File: src/rtl/cyc_rate_pkg.sv
package cyc_rate_pkg;

  localparam logic [1:0] SEL_FAST0  = 2'b00;
  localparam logic [1:0] SEL_FAST   = 2'b01;
  localparam logic [1:0] SEL_DIV64  = 2'b10;
  localparam logic [1:0] SEL_DIV1K  = 2'b11;

  // a selection is a reduced rate when its upper bit is set
  function automatic logic sel_is_slow(input logic [1:0] s);
    return s[1];
  endfunction

  // clocks per machine cycle for a selection
  function automatic int sel_divisor(input logic [1:0] s, input int d_fast,
                                     input int d_mid, input int d_slow);
    case (s)
      SEL_DIV64: return d_mid;
      SEL_DIV1K: return d_slow;
      default:   return d_fast;
    endcase
  endfunction

  // rank of an interrupt priority field: low 1, high 2, power-fail 3
  function automatic logic [1:0] prio_rank(input logic [1:0] p);
    if (p[1])      return 2'd3;
    else if (p[0]) return 2'd2;
    else           return 2'd1;
  endfunction

  // rank of the level now being serviced, 0 when none
  function automatic logic [1:0] service_rank(input logic pf, input logic hi,
                                              input logic lo);
    if (pf)      return 2'd3;
    else if (hi) return 2'd2;
    else if (lo) return 2'd1;
    else         return 2'd0;
  endfunction

endpackage

File: src/rtl/cyc_swb_qual.sv
module cyc_swb_qual
  import cyc_rate_pkg::*;
#(
  parameter int NUM_IRQ = 4
) (
  input  logic                 swb_en,
  input  logic                 rx_en,
  input  logic                 start_det,
  input  logic [NUM_IRQ-1:0]   irq_req,
  input  logic [NUM_IRQ-1:0]   irq_en,
  input  logic [2*NUM_IRQ-1:0] irq_prio,
  input  logic                 insvc_pf,
  input  logic                 insvc_hi,
  input  logic                 insvc_lo,
  output logic                 irq_fire,
  output logic                 start_fire,
  output logic                 swb_fire
);

  logic [1:0]         cur_rank;
  logic [NUM_IRQ-1:0] irq_hit;

  assign cur_rank = service_rank(insvc_pf, insvc_hi, insvc_lo);

  for (genvar i = 0; i < NUM_IRQ; i++) begin : g_irq
    logic [1:0] own_rank;
    assign own_rank   = prio_rank(irq_prio[2*i +: 2]);
    assign irq_hit[i] = irq_req[i] & irq_en[i] & (own_rank > cur_rank);
  end

  assign irq_fire   = |irq_hit;
  assign start_fire = start_det & rx_en;
  assign swb_fire   = swb_en & (irq_fire | start_fire);

endmodule

File: src/rtl/cyc_mode_reg.sv
module cyc_mode_reg
  import cyc_rate_pkg::*;
(
  input  logic       clk,
  input  logic       rst_n,
  input  logic       wr_en,
  input  logic [1:0] wr_sel,
  input  logic       swb_fire,
  input  logic       swb_en,
  input  logic       start_det,
  input  logic       rx_busy,
  input  logic       tx_busy,
  output logic [1:0] sel_q,
  output logic       sel_change,
  output logic       swb_pulse,
  output logic       wr_accept,
  output logic       slow_locked
);

  logic [1:0] sel_d;
  logic       start_seen_q;
  logic       rx_busy_q;
  logic       start_now;
  logic       target_slow;

  assign start_now   = swb_en & start_det;
  assign target_slow = sel_is_slow(wr_sel);
  assign slow_locked = rx_busy | tx_busy | start_seen_q | start_now |
                       sel_is_slow(sel_q);
  assign wr_accept   = wr_en & (!target_slow | !slow_locked);

  always_comb begin
    sel_d = sel_q;
    if (swb_fire)       sel_d = SEL_FAST;
    else if (wr_accept) sel_d = wr_sel;
  end

  assign sel_change = (sel_d != sel_q);

  always_ff @(posedge clk) begin
    if (!rst_n) begin
      sel_q        <= SEL_FAST;
      swb_pulse    <= 1'b0;
      start_seen_q <= 1'b0;
      rx_busy_q    <= 1'b0;
    end else begin
      sel_q     <= sel_d;
      swb_pulse <= swb_fire & sel_is_slow(sel_q);
      rx_busy_q <= rx_busy;
      if (start_now)               start_seen_q <= 1'b1;
      else if (rx_busy_q & !rx_busy) start_seen_q <= 1'b0;
    end
  end

endmodule

File: src/rtl/cyc_prescaler.sv
module cyc_prescaler
  import cyc_rate_pkg::*;
#(
  parameter int DIV_FAST = 4,
  parameter int DIV_MID  = 64,
  parameter int DIV_SLOW = 1024
) (
  input  logic       clk,
  input  logic       rst_n,
  input  logic [1:0] sel_q,
  input  logic       restart,
  output logic       cyc_stb
);

  localparam int CNT_W = $clog2(DIV_SLOW);

  logic [CNT_W-1:0] cnt_q;
  logic [CNT_W-1:0] limit;

  assign limit   = CNT_W'(sel_divisor(sel_q, DIV_FAST, DIV_MID, DIV_SLOW) - 1);
  assign cyc_stb = (cnt_q == limit);

  always_ff @(posedge clk) begin
    if (!rst_n)        cnt_q <= '0;
    else if (restart)  cnt_q <= '0;
    else if (cyc_stb)  cnt_q <= '0;
    else               cnt_q <= cnt_q + 1'b1;
  end

endmodule

File: src/rtl/cycle_rate_ctrl.sv
module cycle_rate_ctrl
  import cyc_rate_pkg::*;
#(
  parameter int NUM_IRQ  = 4,
  parameter int DIV_FAST = 4,
  parameter int DIV_MID  = 64,
  parameter int DIV_SLOW = 1024
) (
  input  logic                 clk,
  input  logic                 rst_n,
  input  logic                 wr_en,
  input  logic [1:0]           wr_sel,
  input  logic                 swb_en,
  input  logic                 rx_en,
  input  logic                 start_det,
  input  logic                 rx_busy,
  input  logic                 tx_busy,
  input  logic [NUM_IRQ-1:0]   irq_req,
  input  logic [NUM_IRQ-1:0]   irq_en,
  input  logic [2*NUM_IRQ-1:0] irq_prio,
  input  logic                 insvc_pf,
  input  logic                 insvc_hi,
  input  logic                 insvc_lo,
  output logic [1:0]           sel,
  output logic                 cyc_stb,
  output logic                 swb_pulse
);

  logic irq_fire;
  logic start_fire;
  logic swb_fire;
  logic sel_change;
  logic wr_accept;
  logic slow_locked;

  cyc_swb_qual #(.NUM_IRQ(NUM_IRQ)) qual_i (
    .swb_en(swb_en), .rx_en(rx_en), .start_det(start_det),
    .irq_req(irq_req), .irq_en(irq_en), .irq_prio(irq_prio),
    .insvc_pf(insvc_pf), .insvc_hi(insvc_hi), .insvc_lo(insvc_lo),
    .irq_fire(irq_fire), .start_fire(start_fire), .swb_fire(swb_fire)
  );

  cyc_mode_reg mode_i (
    .clk(clk), .rst_n(rst_n), .wr_en(wr_en), .wr_sel(wr_sel),
    .swb_fire(swb_fire), .swb_en(swb_en), .start_det(start_det),
    .rx_busy(rx_busy), .tx_busy(tx_busy),
    .sel_q(sel), .sel_change(sel_change), .swb_pulse(swb_pulse),
    .wr_accept(wr_accept), .slow_locked(slow_locked)
  );

  cyc_prescaler #(.DIV_FAST(DIV_FAST), .DIV_MID(DIV_MID), .DIV_SLOW(DIV_SLOW)) pre_i (
    .clk(clk), .rst_n(rst_n), .sel_q(sel), .restart(sel_change),
    .cyc_stb(cyc_stb)
  );

endmodule

File: config.mk
export PLATFORM = sky130hd
export DESIGN_NAME = cycle_rate_ctrl
export DESIGN_NICKNAME = d
export VERILOG_FILES = /design/src/rtl/cyc_rate_pkg.sv /design/src/rtl/cyc_swb_qual.sv /design/src/rtl/cyc_mode_reg.sv /design/src/rtl/cyc_prescaler.sv /design/src/rtl/cycle_rate_ctrl.sv
export SDC_FILE = /design/constraint.sdc
export NUM_CORES = 1
export LEC_CHECK = 0
export ABC_AREA = 1
export BUFFER_PORTS_ARGS = -buffer_cell sky130_fd_sc_hd__buf_4
export CORE_ASPECT_RATIO = 1.4
export CORE_MARGIN = 5
export CORE_UTILIZATION = 25
export CTS_CLUSTER_DIAMETER = 60
export DETAILED_ROUTE_END_ITERATION = 12
export GPL_ROUTABILITY_DRIVEN = 0
export GPL_TIMING_DRIVEN = 1
export PLACE_DENSITY = 0.54
export SYNTH_ARGS = -nofsm -noshare
export SYNTH_HDL_FRONTEND = slang
export SYNTH_SLANG_ARGS = --single-unit
File: constraint.sdc
create_clock -name clk -period 2.07 [get_ports clk]
set_input_delay 0.414 -clock clk [delete_from_list [all_inputs] [get_ports clk]]
set_output_delay 0.414 -clock clk [all_outputs]
set_load 0.01 [all_outputs]
**Yosys cells after proc, flatten, opt, wreduce, memory -nomap -nowiden**

Cells that the tools add are included.

- Flip-flop bits (word level): 15
- Input port bits: 29
- Output and inout bits: 4
- Logic and storage cells: 58

- $add $sub $neg: 2
- Magnitude comparators: 4
- Equality and inequality tests: 4
- Muxes and demuxes: 16
- Bitwise logic cells: 21
- Reductions and logical operators: 6

Operator list:

| cell | count |
|---|---|
| $mux 2 | 12 |
| $and 1x1->1 | 14 |
| $pmux 7 s2 | 1 |
| $add 10x1->10 const B | 1 |
| $eq 10x10->1 | 1 |
| $sub 10x1->10 const B | 1 |
| $gt 2x2->1 | 4 |
| $or 1x1->1 | 6 |
| $eq 2x2->1 const B | 2 |
| $reduce_or 4->1 | 1 |
| $logic_not 1->1 | 3 |
| $mux 1 | 3 |
| $reduce_or 3->1 | 1 |
| $ne 2x2->1 | 1 |
| $reduce_bool 2->1 | 1 |
| $not 1->1 | 1 |

**Longest topological paths before layout**

Gate-level depths: netlist of the first run.

- Depth after elaboration: 11
- Gate-level depth with buffers: 13
- Gate-level depth less buffers: 13

**Cells and area by module**

From an unflattened synthesis of the first run, not the netlist that was laid out.

- Cells, all modules: 172
- Area total of the unflattened synthesis: 1152.4 sq um

By module, submodules not included:

| module | times used | cells each | area an instance (sq um) | sequential area each (sq um) |
|---|---|---|---|---|
| cyc_prescaler | 1 | 74 | 531.8 | 200.2 |
| cyc_swb_qual | 1 | 59 | 330.3 | 0.0 |
| cyc_mode_reg | 1 | 39 | 290.3 | 100.1 |

**Worst setup path after synthesis of the first run**

OpenSTA, ideal clock, no wires.

- Kind: input port to flip-flop
- Start: in irq_prio[7]
- End: reg pre_i.cnt_q[0]
- Setup time: 0.074 ns
- Arrival time: 1.833 ns
- Required time: 1.996 ns
- Slack: 0.163 ns
- Stages on the path: 9
- Cell sequence: or2_2 ha_1 a21oi_1 o21ai_1 o21bai_4 nand2_1 nand2_1 nand2_4 nor3_2

- Longest elaborated chain between the ends: 9

Ends and longest elaborated chain:

| what | RTL line | text |
|---|---|---|
| start: declaration | cycle_rate_ctrl.sv:20 | `input logic [2*NUM_IRQ-1:0] irq_prio,` |
| $mux 2 | cyc_rate_pkg.sv:25 | `if (p[1]) return 2'd3;` |
| $gt 2x2->1 | cyc_swb_qual.sv:28 | `assign irq_hit[i] = irq_req[i] & irq_en[i] & (own_rank > cur_rank);` |
| $and 1x1->1 | cyc_swb_qual.sv:28 |  |
| $reduce_or 4->1 | cyc_swb_qual.sv:31 | `assign irq_fire = \|irq_hit;` |
| $or 1x1->1 | cyc_swb_qual.sv:33 | `assign swb_fire = swb_en & (irq_fire \| start_fire);` |
| $and 1x1->1 | cyc_swb_qual.sv:33 |  |
| $mux 2 | cyc_mode_reg.sv:34 | `if (swb_fire) sel_d = SEL_FAST;` |
| $ne 2x2->1 | cyc_mode_reg.sv:38 | `assign sel_change = (sel_d != sel_q);` |
| $reduce_or 3->1 (no line) | n/a |  |
| end signal: assignment | cyc_prescaler.sv:27 | `else cnt_q <= cnt_q + 1'b1;` |
| end: declaration | cyc_prescaler.sv:17 | `logic [CNT_W-1:0] cnt_q;` |

Every way passes these cells.
A chain may end at the register's enable or synchronous reset.

**Worst setup path after layout of the first run**

- Start: in irq_prio[7]
- End: reg pre_i.cnt_q[7]

The elaborated chain is that of the path after synthesis.

==> metrics, run 1 <==
status=complete, no violations; initial antenna violation count=0; most frequent cells in the layout=buf_4, nand2_1, inv_1; fin area=roughly 1600 µm²; CTS Buffer Depth=2; Mapped Cells=approximately 150; most used routing layer=met2; crit path max fanout=6; Worst R2R Setup Slack=around 0.55 ns; pwr/cell area=roughly 480 nW/µm²; grt met3 use=0.0224; r2r startpoint=mode_i.sel_q[1]; VDD IR max=0.000299 V; first-pass GRT wire length=between 4 and 5 mm; CP endpoint kind=register; io pins=33; Max stage delay on crit path=0.29 ns; CTS tree=done; share of the synthesized area in the top cell type=0.264; max-slew violation count=0; largest net degree at the start of global routing=11; reg2reg end=pre_i.cnt_q[7]; top post-synthesis cells by area=dfxtp_1, ha_1, nor3_2; setup_tns=0 ns; drt pass-1 iters=4; flops & latches, synth=15; Crit-path slowest cell=or2_2; M1 GR Usage=0.105; crit share post-route=0.935; CP Launch Point=irq_prio[7]; final hold viol count=0; layout cells sized above 1=0.394; Core Box Area=between 4000 and 5000 µm²; number of warnings issued by yosys=0; # DRC=0; clk slew on worst S/H paths=0.06 ns; commonest non-fill, non-tap cell in the layout=buf_4; post-synth top area cell=dfxtp_1; H-Tree Depth=1; Clock Skew=between 0.004 and 0.005 ns; min Tclk post-route=1.93 ns; Final HPWL DP=about 2.1 mm; total power draw=roughly 0.76 mW; slew of the pin with the lowest slew margin=0.286 ns; worst-path cell chain=buf_4, or2_2, ha_1, a21oi_1, o21ai_1, o21bai_4, nand3_1, nand2_4, nor3_2; initial DRC count=17; worst hold path class=in -> reg; DR WL/cell=10.0 µm; Mapped Avg Cell Area=approximately 7.4 µm²; highest clock rate=between 0.5 and 0.6 GHz; Non-Filler Instances=260; Clock Sinks=15; startpoint types=input pin; Rows=29; number of global-route vias before repair=between 1k and 1.5k; DIE HEIGHT=approximately 90 µm; overall via count from detail_route=1078; slew margin rel.=0.809; DP Area=1520 µm²; Total Wirelength=approximately 2.6 mm; register area share after synthesis=0.264; Vias/cell=about 4.1; Worst Path Arrival=between 2 and 2.5 ns; post-synthesis cell area=between 1000 and 1500 µm²; RSZ-0062 raised after global routing=false; Worst EP required=around 2.2 ns; final setup fails=0; final core utilization=0.354; clock latency on the worst-skew pair=about 0.25 ns; GR Util met2=0.153; Initial Util=0.255; post-CTS setup buffers=0; Synthesized Nets=approximately 190; distinct cell type count after synthesis=26; Buffers on Ports=32; P_leak=roughly 0.75 nW; Final Net Count=237; Root Driver=clkbuf_8; hold buffer count at cts=0; Max-Cap Viols=0; GRT Residual Overflow=0; fill cell count=497; TritonCTS Buffers=3; total track usage=0.0884; Critical Path End=pre_i.cnt_q[7]; post-cts resize count=0; Die X=67.0 µm; diode count=0; crit path kind=in -> reg; die area=about 6000 µm²; R2R depth=9; post-route ant nets=0; placed cells=roughly 260; Area Overhead vs Synth=38.7%
-- synth_stat cells --
cell type / count
a21oi_2: 1
nand2_2: 4
nor3_1: 2
nor2_4: 2
o21ai_1: 1
nand3_1: 13
nand2_1: 29
o21ai_0: 1
ha_1: 9
nor3_2: 11
clkinv_1: 1
nand2_4: 2
inv_2: 3
nand4_1: 1
a21oi_1: 3
nor2_2: 1
nand3_2: 1
inv_1: 24
o21bai_4: 1
o21bai_1: 3
or2_2: 4
xnor2_1: 3
nand3_4: 1
dfxtp_1: 15
xor2_1: 5
nor2_1: 12
-- metrics by stage --
stage | hold WS (ns) | setup slack [ns]
detailed placement | 0.466 | -0.131
finish | 0.387 | 0.135
global route | 0.399 | 0.0129
global placement | 0.467 | -0.0969
floorplan | 0.442 | 0.163
CTS | 0.383 | 0.135
-- cells by family (layout without fill, tap and decap cells) --
| kind of cell | count (synthesis) | after routing | share of synthesized area |
|---|---|---|---|
| AOI/OAI and AO/OA | 10 | 10 | 0.0660 |
| xor gates and xnor gates | 8 | 8 | 0.0616 |
| adders and majority gates | 9 | 9 | 0.0990 |
| buffers and inverters | 28 | 72 | 0.0924 |
| DFF | 15 | 15 | 0.264 |
| and+or+nand+nor | 83 | 84 | 0.417 |
-- area by class of cell --
class / instances / area [µm²] / area share
sequential: 15 / 300 / 0.190
clock inverter: 1 / 5.00 / 0.00317
timing repair buffer: 40 / 300 / 0.190
multi-input combinational: 111 / 748 / 0.474
inverter: 28 / 105 / 0.0666
clock buffer: 3 / 41.3 / 0.0262
tap: 62 / 77.6 / 0.0492
-- sequential cells by signal, summed over array words and instances, names as in the netlist --
register and flops:
mode_i.swb_pulse 1, mode_i.sel_q 2, mode_i.rx_busy_q 1, pre_i.cnt_q 10, mode_i.start_seen_q 1
-- metal layers --
metal | routed length [µm] | up-vias
li1 | - | 574
met1 | 1120 | 469
met2 | 1260 | 30
met3 | 195 | 5
met4 | 33 | 0
met5 | 0 | -
-- worst min path at each step --
| stage | startpoint | cells after the start | to | slack, ns |
|---|---|---|---|---|
| floorplan | pre_i.cnt_q[0] | 1 | pre_i.cnt_q[0] | 0.44 |
| global placement | pre_i.cnt_q[0] | 1 | pre_i.cnt_q[0] | 0.47 |
| detailed placement | pre_i.cnt_q[0] | 1 | pre_i.cnt_q[0] | 0.47 |
| CTS | rx_busy | 3 | mode_i.rx_busy_q | 0.38 |
| global route | rst_n | 3 | mode_i.rx_busy_q | 0.40 |
| finish | rst_n | 3 | mode_i.rx_busy_q | 0.39 |
-- report_power, final --
part / total, mW / internal, mW / switching [mW] / leakage, nW
combinational: 0.215 / 0.105 / 0.110 / 0.601
clock: 0.233 / 0.133 / 0.0997 / 0.0255
sequential: 0.310 / 0.300 / 0.0100 / 0.122
total: 0.757 / 0.538 / 0.220 / 0.748
-- critical path: cells and delay by family --
| kind | cells | cell delay (ns) |
|---|---|---|
| compound gates | 3 | 0.49 |
| fa+ha+maj | 1 | 0.29 |
| simple gates | 4 | 0.76 |
| buf+inv | 1 | 0.11 |
(Power assumes the default switching activity.)
==> run 2, diff against run 1 <==
PLACE_DENSITY = 0.48   (was 0.54)
==> run 2 against run 1 <==
Compared with the run above: worst hold slack got worse by 0.020 ns; count of clock-buffer cells in the layout increased by 1; clock power up 2%; sequential power about the same; first-iteration DRC count is 71% higher; worst setup slack improved by 0.020 ns; critical endpoint unchanged; largest power group unchanged.
==> metrics, run 2 (same netlist as run 1, synthesis figures left out) <==
status=complete, no violations (unchanged); Initial Util=0.255 (unchanged); overall via count from detail_route=1080 (was 1078); crit path max fanout=6 (unchanged); slew margin rel.=0.753 (was 0.809); Max-Cap Viols=0 (unchanged); Max stage delay on crit path=0.31 ns (was 0.29 ns); worst-path cell chain=buf_4, or2_2, ha_4, inv_1, o21bai_1, nand2_1, nand3_2, o21bai_4, nand2_2, nand2_4, nand3_4, nor3_2 (was buf_4, or2_2, ha_1, a21oi_1, o21ai_1, o21bai_4, nand3_1, nand2_4, nor3_2); Vias/cell=4.11 (was 4.15); RSZ-0062 raised after global routing=false (unchanged); crit share post-route=0.925 (was 0.935); startpoint types=input pin (unchanged); setup slack at placement=-0.133 ns (was -0.131 ns); CTS tree=done (unchanged); cell family with most CP delay=simple AND/OR/NAND/NOR gates (unchanged); diode count=0 (unchanged); largest register by flop count=pre_i.cnt_q (unchanged); final hold viol count=0 (unchanged); Clock Skew=0.000646 ns (was 0.00478 ns); io pins=33 (unchanged); Comb pwr share=0.308 (was 0.284); met3 WL=177 µm (was 195 µm); Multi-input gate area=860 µm² (was 748 µm²); Reg area=300 µm² (unchanged); Die X=67.0 µm (unchanged); DR WL/cell=10.6 µm (was 10.0 µm); Buffers on Ports=32 (unchanged); total power draw=0.792 mW (was 0.757 mW); number of global-route vias before repair=1069 (was 1054); initial DRC count=29 (was 17); largest net degree at the start of global routing=11 (unchanged); crit path kind=in -> reg (unchanged); Total Wirelength=2.79 mm (was 2.61 mm); P_int=0.556 mW (was 0.538 mW); hold buffer count at cts=0 (unchanged); pwr/cell area=465 nW/µm² (was 480 nW/µm²); wire length on met2=1.35 mm (was 1.26 mm); Top Registers=pre_i.cnt_q x10, mode_i.sel_q x2 (unchanged); slew of the pin with the lowest slew margin=0.370 ns (was 0.286 ns); max layer used=met4 (unchanged); sw frac=0.299 (was 0.290); # DRC=0 (unchanged); DIE HEIGHT=89.8 µm (unchanged); initial antenna violation count=0 (unchanged); VDD IR max=0.000331 V (was 0.000299 V); most frequent cells in the layout=buf_4, nand2_1, inv_1 (unchanged); Worst Path Arrival=2.10 ns (was 2.07 ns); max FFs per register=10 (unchanged); Final Net Count=240 (was 237); share of power burned in registers=0.392 (was 0.409); Clock Sinks=15 (unchanged); hold path start=rst_n (unchanged); Crit-path slowest cell=or2_2 (unchanged); post-route ant nets=0 (unchanged); met1 wire length=1.23 mm (was 1.12 mm); DP Area=1520 µm² (unchanged); layout cells sized above 1=0.438 (was 0.394); P_sw=0.237 mW (was 0.220 mW); fill cell count=463 (was 497); worst hold path class=in -> reg (unchanged); CP endpoint kind=register (unchanged); Core Box Area=4460 µm² (unchanged); final setup fails=0 (unchanged); drt pass-1 iters=4 (unchanged); max-slew violation count=0 (unchanged); clock latency on the worst-skew pair=0.25 ns (about the same); H-Tree Depth=1 (unchanged); r2r startpoint=mode_i.sel_q[1] (unchanged); commonest non-fill, non-tap cell in the layout=buf_4 (unchanged); final worst setup slack=0.155 ns (was 0.135 ns); Root Driver=clkbuf_8 (unchanged); first-pass GRT wire length=4.49 mm (was 4.26 mm); total track usage=0.0935 (was 0.0884); P_leak=0.772 nW (was 0.748 nW); TritonCTS Buffers=3 (unchanged); Final HPWL DP=2.11 mm (was 2.13 mm); die area=6020 µm² (unchanged); GRT Residual Overflow=0 (unchanged); Area Overhead vs Synth=49.7% (was 38.7%); setup_tns=0 ns (unchanged); clk slew on worst S/H paths=0.06 ns (about the same); min Tclk post-route=1.92 ns (was 1.93 ns); highest clock rate=0.522 GHz (was 0.517 GHz); Rows=29 (unchanged); fin area=1700 µm² (was 1580 µm²); CTS Buffer Depth=2 (unchanged); Worst EP required=2.25 ns (was 2.20 ns); part of the power in the clock network=0.299 (was 0.307); Buf/Inv on CP=2 (was 1); Hold WS=0.367 ns (was 0.387 ns); CP Launch Point=irq_prio[0] (was irq_prio[7])
==> run 2: changes by cell type in the layout (fill, tap and decap cells not counted), moves of 2 or more <==
cell,before,now
ha_1,9,4
ha_4,0,5
buf_4,40,42
nand3_1,13,11
nand3_2,1,3
or2_2,4,2
or2_4,0,2
==> run 2: worst min-delay path: stages <==
cell and delay, ns:
buf_4 0.09, nand2_1 0.05, inv_1 0.04
==> run 2: path summary, 6_finish.rpt <==
check | to | slack, ns | cells past startpoint
worst max register to register | pre_i.cnt_q[8] | 0.54 | 10
worst min register to register | pre_i.cnt_q[0] | 0.47 | 1
worst max-delay path | pre_i.cnt_q[7] | 0.15 | 12
worst min-delay path | mode_i.rx_busy_q | 0.37 | 3
==> run 2: power groups by stage <==
stage,clock network [mW],logic (mW),registers [mW]
2_1_floorplan,0,0.123,0.315
6_report,0.237,0.244,0.311
4_1_cts,0.254,0.211,0.310
5_1_grt,0.258,0.278,0.312
3_3_place_gp,0,0.209,0.317
3_5_place_dp,0,0.210,0.317
==> run 2: layer usage <==
layer | vias up | GRT usage
met3 | 4 | 0.0187
li1 | 586 | -
met5 | - | 0
met4 | 0 | 0.0355
met1 | 461 | 0.116
met2 | 29 | 0.155
==> run 2: layout make-up <==
type	count	area share
inverters	28	0.0617
flip-flops and latches	15	0.176
repair buffers	42	0.185
well taps	62	0.0456
clock buffers	4	0.0265
multi-input cells	112	0.505
==> run 2: timing repair <==
item | CTS | global route
resized for setup | 0 | 15
setup buffers | 0 | 2
endpoints found under the setup margin | 0 | 10
==> run 2: metrics by stage <==
stage | instances | util
detailed placement | 255 | 0.340
floorplan | 153 | -
global placement | 255 | 0.340
CTS | 259 | 0.350
finish | 263 | 0.382
global route | 263 | 0.382
